<file path="config.mk">
export PLATFORM = sky130hd
export DESIGN_NAME = secure_scan_ctrl
export DESIGN_NICKNAME = d
export VERILOG_FILES = /design/src/rtl/secscan_pkg.sv /design/src/rtl/secscan_mode_guard.sv /design/src/rtl/secscan_cell.sv /design/src/rtl/secscan_chain.sv /design/src/rtl/secure_scan_ctrl.sv
export SDC_FILE = /design/constraint.sdc
export NUM_CORES = 1
export LEC_CHECK = 0
export BUFFER_PORTS_ARGS = -buffer_cell sky130_fd_sc_hd__buf_4
export CORE_MARGIN = 2
export CORE_UTILIZATION = 40
export DETAILED_ROUTE_END_ITERATION = 6
export PLACE_DENSITY = 0.8
export REMOVE_ABC_BUFFERS = 1
export SLEW_MARGIN = 20
export SYNTH_ARGS = -nofsm -noshare
export SYNTH_HDL_FRONTEND = slang
export SYNTH_SLANG_ARGS = --single-unit
</file>
<file path="constraint.sdc">
create_clock -name clk -period 3 [get_ports clk]
set_clock_uncertainty 0.15 [all_clocks]
set_input_delay 0.3 -clock clk [delete_from_list [all_inputs] [get_ports clk]]
set_output_delay 0.3 -clock clk [all_outputs]
set_load 0.02 [all_outputs]
</file>
<file path="src/rtl/secscan_pkg.sv">
package secscan_pkg;
  typedef enum logic [2:0] {
    OP_CLEAR   = 3'd0,
    OP_SHIFT   = 3'd1,
    OP_ZERO    = 3'd2,
    OP_KEY     = 3'd3,
    OP_CAPTURE = 3'd4
  } cell_op_e;
endpackage

</file>
<file path="src/rtl/secscan_mode_guard.sv">
module secscan_mode_guard (
  input  logic clk,
  input  logic rst_n,
  input  logic test_mode,
  output logic clr_pulse
);
  logic prev_mode_q;
  logic armed_q;

  always_ff @(posedge clk or negedge rst_n) begin
    if (!rst_n) begin
      prev_mode_q <= 1'b0;
      armed_q     <= 1'b0;
    end else begin
      prev_mode_q <= test_mode;
      armed_q     <= 1'b1;
    end
  end

  assign clr_pulse = armed_q && (prev_mode_q != test_mode);

  // a level change seen across two armed edges must raise the clear
  assert_clear_on_change_R2: assert property (@(posedge clk) disable iff (!rst_n)
    (armed_q && $past(armed_q) && (test_mode != $past(test_mode))) |-> clr_pulse);

  // the edge right after reset never produces a clear
  assert_no_clear_from_reset_R9: assert property (@(posedge clk) disable iff (!rst_n)
    $rose(armed_q) |-> $past(!clr_pulse));
endmodule

</file>
<file path="src/rtl/secscan_cell.sv">
module secscan_cell
  import secscan_pkg::*;
(
  input  logic     clk,
  input  logic     rst_n,
  input  cell_op_e op,
  input  logic     d_shift,
  input  logic     d_func,
  input  logic     d_key,
  output logic     q
);
  always_ff @(posedge clk or negedge rst_n) begin
    if (!rst_n) begin
      q <= 1'b0;
    end else begin
      case (op)
        OP_CLEAR:   q <= 1'b0;
        OP_SHIFT:   q <= d_shift;
        OP_ZERO:    q <= 1'b0;
        OP_KEY:     q <= d_key;
        OP_CAPTURE: q <= d_func;
        default:    q <= 1'b0;
      endcase
    end
  end
endmodule

</file>
<file path="src/rtl/secscan_chain.sv">
module secscan_chain
  import secscan_pkg::*;
#(
  parameter int W = 8
) (
  input  logic         clk,
  input  logic         rst_n,
  input  cell_op_e     op,
  input  logic         scan_in,
  input  logic [W-1:0] func_next,
  input  logic [W-1:0] key_data,
  output logic [W-1:0] state
);
  localparam int MSB = W - 1;

  for (genvar i = 0; i < W; i++) begin : g_cell
    logic shift_src;
    if (i == MSB) begin : g_head
      assign shift_src = scan_in;
    end else begin : g_link
      assign shift_src = state[i+1];
    end
    secscan_cell u_cell (
      .clk    (clk),
      .rst_n  (rst_n),
      .op     (op),
      .d_shift(shift_src),
      .d_func (func_next[i]),
      .d_key  (key_data[i]),
      .q      (state[i])
    );
  end
endmodule

</file>
<file path="src/rtl/secure_scan_ctrl.sv">
module secure_scan_ctrl
  import secscan_pkg::*;
#(
  parameter int W = 8
) (
  input  logic         clk,
  input  logic         rst_n,
  input  logic         test_mode,
  input  logic         scan_enable,
  input  logic         scan_in,
  output logic         scan_out,
  input  logic         key_load,
  input  logic [W-1:0] key_data,
  input  logic [W-1:0] func_next,
  output logic [W-1:0] state_q
);
  localparam int MSB = W - 1;

  logic     clr_pulse;
  logic     shift_ok;
  cell_op_e op;

  secscan_mode_guard u_guard (
    .clk      (clk),
    .rst_n    (rst_n),
    .test_mode(test_mode),
    .clr_pulse(clr_pulse)
  );

  assign shift_ok = scan_enable && test_mode;

  always_comb begin
    if (clr_pulse)     op = OP_CLEAR;
    else if (shift_ok) op = OP_SHIFT;
    else if (key_load) op = test_mode ? OP_ZERO : OP_KEY;
    else               op = OP_CAPTURE;
  end

  secscan_chain #(.W(W)) u_chain (
    .clk      (clk),
    .rst_n    (rst_n),
    .op       (op),
    .scan_in  (scan_in),
    .func_next(func_next),
    .key_data (key_data),
    .state    (state_q)
  );

  assign scan_out = (test_mode && !clr_pulse) ? state_q[0] : 1'b0;

  // a pending clear empties every cell at the next edge
  assert_clear_wipes_R2: assert property (@(posedge clk) disable iff (!rst_n)
    clr_pulse |=> (state_q == '0));

  // key request in test mode without shift leaves zeros
  assert_key_blocked_R3: assert property (@(posedge clk) disable iff (!rst_n)
    (test_mode && key_load && !scan_enable && !clr_pulse) |=> (state_q == '0));

  // functional mode captures regardless of scan_enable
  assert_func_capture_R4: assert property (@(posedge clk) disable iff (!rst_n)
    (!test_mode && !key_load && !clr_pulse) |=> (state_q == $past(func_next)));

  // shift moves serial input into the MSB and the rest down one place
  assert_shift_order_R5: assert property (@(posedge clk) disable iff (!rst_n)
    (test_mode && scan_enable && !clr_pulse) |=>
      (state_q[MSB] == $past(scan_in)) && (state_q[MSB-1:0] == $past(state_q[MSB:1])));

  // functional key load takes the key word
  assert_func_key_R7: assert property (@(posedge clk) disable iff (!rst_n)
    (!test_mode && key_load && !clr_pulse) |=> (state_q == $past(key_data)));
endmodule

</file>
==> results.md <==
* Most common cell after layout, fill and taps aside: buf_4
* RSZ-0062 raised after global routing: false
* Synth warnings at 0
* Routability cong. at 0.7593
* Power per cell area at 426.8 mW/mm²
* Slew @ Worst Pin at 557.2 ps
* Post-route DRC at 0
* Antenna violations before repair at 0
* Cell Int Power at 235.0 µW
* Final hold slack at 50.14 ps
* GRT overflow at 0
* GRT Total Usage at 17.36%
* Number of global-route vias before repair at 557
* Drt pass-1 iters at 4
* Drt initial violations at 3
* Core Area at 0.001318 mm²
* PortBufs at 30
* Final setup fails at 0
* First-pass GRT wire length at 2311 µm
* R2r setup slk at 1480 ps
* Most frequent cells in the layout: buf_4, nand3_1, dfrtp_1
* CTS max path bufs at 2
* CTS root buf: clkbuf_4
* Post_cts resized at 0
* Worst R2R End: u_chain.g_cell[6].u_cell.q
* Crit path DAT at 1410 ps
* Xor/xnor share of the synthesized area at 0%
* Synth Area in Adders at 0%
* Row cnt at 13
* Switching Fraction at 28.44%
* Final Max Slew Viols at 0
* Clk sinks at 10
* Minimum clock period at 1864 ps
* Layout Area Growth over Synthesis at 33.99%
* H-tree depth at 1
* Clock latency on the worst-skew pair at 260 ps
* Worst flop-to-flop path startpoint: u_guard.prev_mode_q
* Setup CP Type: flop to primary output
* Relative slew slack at 62.78%
* Die area at 0.001755 mm²
* Max-cap viol count at 0
* Reg power frac at 46.6%
* Slowest cell on the critical path: dfrtp_1
* Worst Setup Start Kind: flop
* Routed via count divided by cell count at 5.370
* Largest family of logic cells by synthesized area: buffers and inverters
* Final core occ at 58.40%
* Postcts setup bufs at 0
* Lkg Pwr at 0.3924 nW
* Outcome: complete, no violations
* Hold_buf cts at 1
* TNS Setup at 0 ps
* Fin crit share at 62.14%
* Sequential area share after synthesis at 43.57%
* Sw power at 93.40 µW
* Hold Crit Depth at 1
* Largest net degree at the start of global routing at 11
* Post-DP HPWL at 998 µm
* R2R cell count at 3
* CP Cell Sequence: nand2b_1 -> and3_1 -> buf_4
* CP Data Required Time at 2550 ps
* Worst path max stage delay at 390 ps
* F_max at 536.4 MHz
* Final Hold Viols at 0
* Die Wd at 41.89 µm
* Die height at 41.89 µm
* Worst-path fanout max at 10
* Io pins at 31
* Clock power share at 27.3%
* Detailed Route WL at 1308 µm
* HP Class: input pin to flop
* WHS Endpoint: u_guard.prev_mode_q
* Synth Register Bits at 10
* Crit. End Element: primary output
* Worst VDD drop at 0.1710 mV
* Hold Path Origin: test_mode
* Vias at 537
* DR WL/cell at 13.08 µm
* Mapped Cells at 62
* Fin nets at 109
* Worst-path clk slew at 60 ps
* Initial Util at 43.59%
* Mapped Area at 574.3 µm²
* CTS tree: built
* Mux contribution to synthesized area at 0%
* Antenna diodes at 0
* Combinational power share at 26.1%
* Share of layout cells above drive strength 1 at 40.00%
* Synth Area in Compound Gates at 16.78%
* Inserted Clock Buffers at 3
* Netlist cell types at 15
* Remaining antenna violation count at 0
* Post-Synth Simple-Gate Area at 18.95%
* Syn avg cell area at 9.263 µm²
## routing by layer
layer | vias to the layer above | GRT usage [%] | part of all wire, %
li1 | 261 | - | -
met1 | 249 | 21.10 | 46
met2 | 25 | 27.81 | 46
met3 | 2 | 1.739 | 6.5
met4 | 0 | 13.55 | 1.5
met5 | - | 0 | 0
## registers in the layout, indices dropped and copies added, names as in the netlist
signal / flops
u_chain.g_cell.u_cell.q: 8
u_guard.prev_mode_q: 1
u_guard.armed_q: 1
## how the worst max path moves through the flow
stage,slack (ps),from,to
after global placement,1460,u_guard.prev_mode_q,scan_out
final,1140,u_guard.prev_mode_q,scan_out
after floorplan,1600,u_guard.prev_mode_q,scan_out
after detailed placement,1430,u_guard.prev_mode_q,scan_out
after CTS,1140,u_guard.prev_mode_q,scan_out
after global routing,1070,u_guard.prev_mode_q,scan_out
## layout make-up
type / instances / area, µm²
Clock buffer: 3 / 22.52
Fill cell: 125 / 548.0
Inverter: 9 / 33.78
Multi-Input combinational cell: 32 / 209.0
Sequential cell: 10 / 250.2
Tap cell: 15 / 18.77
Timing Repair Buffer: 31 / 235.2
## power by group through the flow
stage | Sequential, mW | Clock (mW) | Combinational, mW
5_1_grt | 0.154 | 0.0957 | 0.0934
3_5_place_dp | 0.155 | 0 | 0.0856
2_1_floorplan | 0.167 | 0 | 0.0244
4_1_cts | 0.153 | 0.0928 | 0.0868
6_report | 0.153 | 0.0897 | 0.0857
3_3_place_gp | 0.155 | 0 | 0.0843
## critical path: cells and delay by family, from the launching register on
family                 cells  cell delay, ps
buffers and inverters      1             150
DFF                        1             390
and+or+nand+nor            2             610
## synth_stat cells
cell	n	area share (%)
nor2b_1	1	1.1
nand2_1	1	0.65
a21oi_1	1	0.87
dfrtp_1	10	44
a31oi_4	1	3.7
inv_1	9	5.9
clkbuf_2	2	1.7
nand3_1	16	14
o311ai_1	8	12
and2_1	1	1.1
buf_4	8	10
conb_1	1	0.65
buf_6	1	2.0
and3_1	1	1.1
nand2b_1	1	1.1
## cells by family after synthesis
| kind of cell | Yosys count |
|---|---|
| AOI/OAI and AO/OA | 10 |
| and+or+nand+nor | 21 |
| buffers and inverters | 20 |
| DFF | 10 |
| other | 1 |
## metrics by stage
stage | instance area, µm² | std cells | power (mW) | setup slack, ps
6_report | 769.5 | 100 | 0.3284 | 1136
2_1_floorplan | 493.0 | 51 | 0.1915 | 1596
3_3_place_gp | 737.0 | 96 | 0.2392 | 1457
4_1_cts | 769.5 | 100 | 0.3325 | 1136
3_5_place_dp | 737.0 | 96 | 0.2410 | 1433
5_1_grt | 769.5 | 100 | 0.3434 | 1069
(Power assumes the default switching activity.)
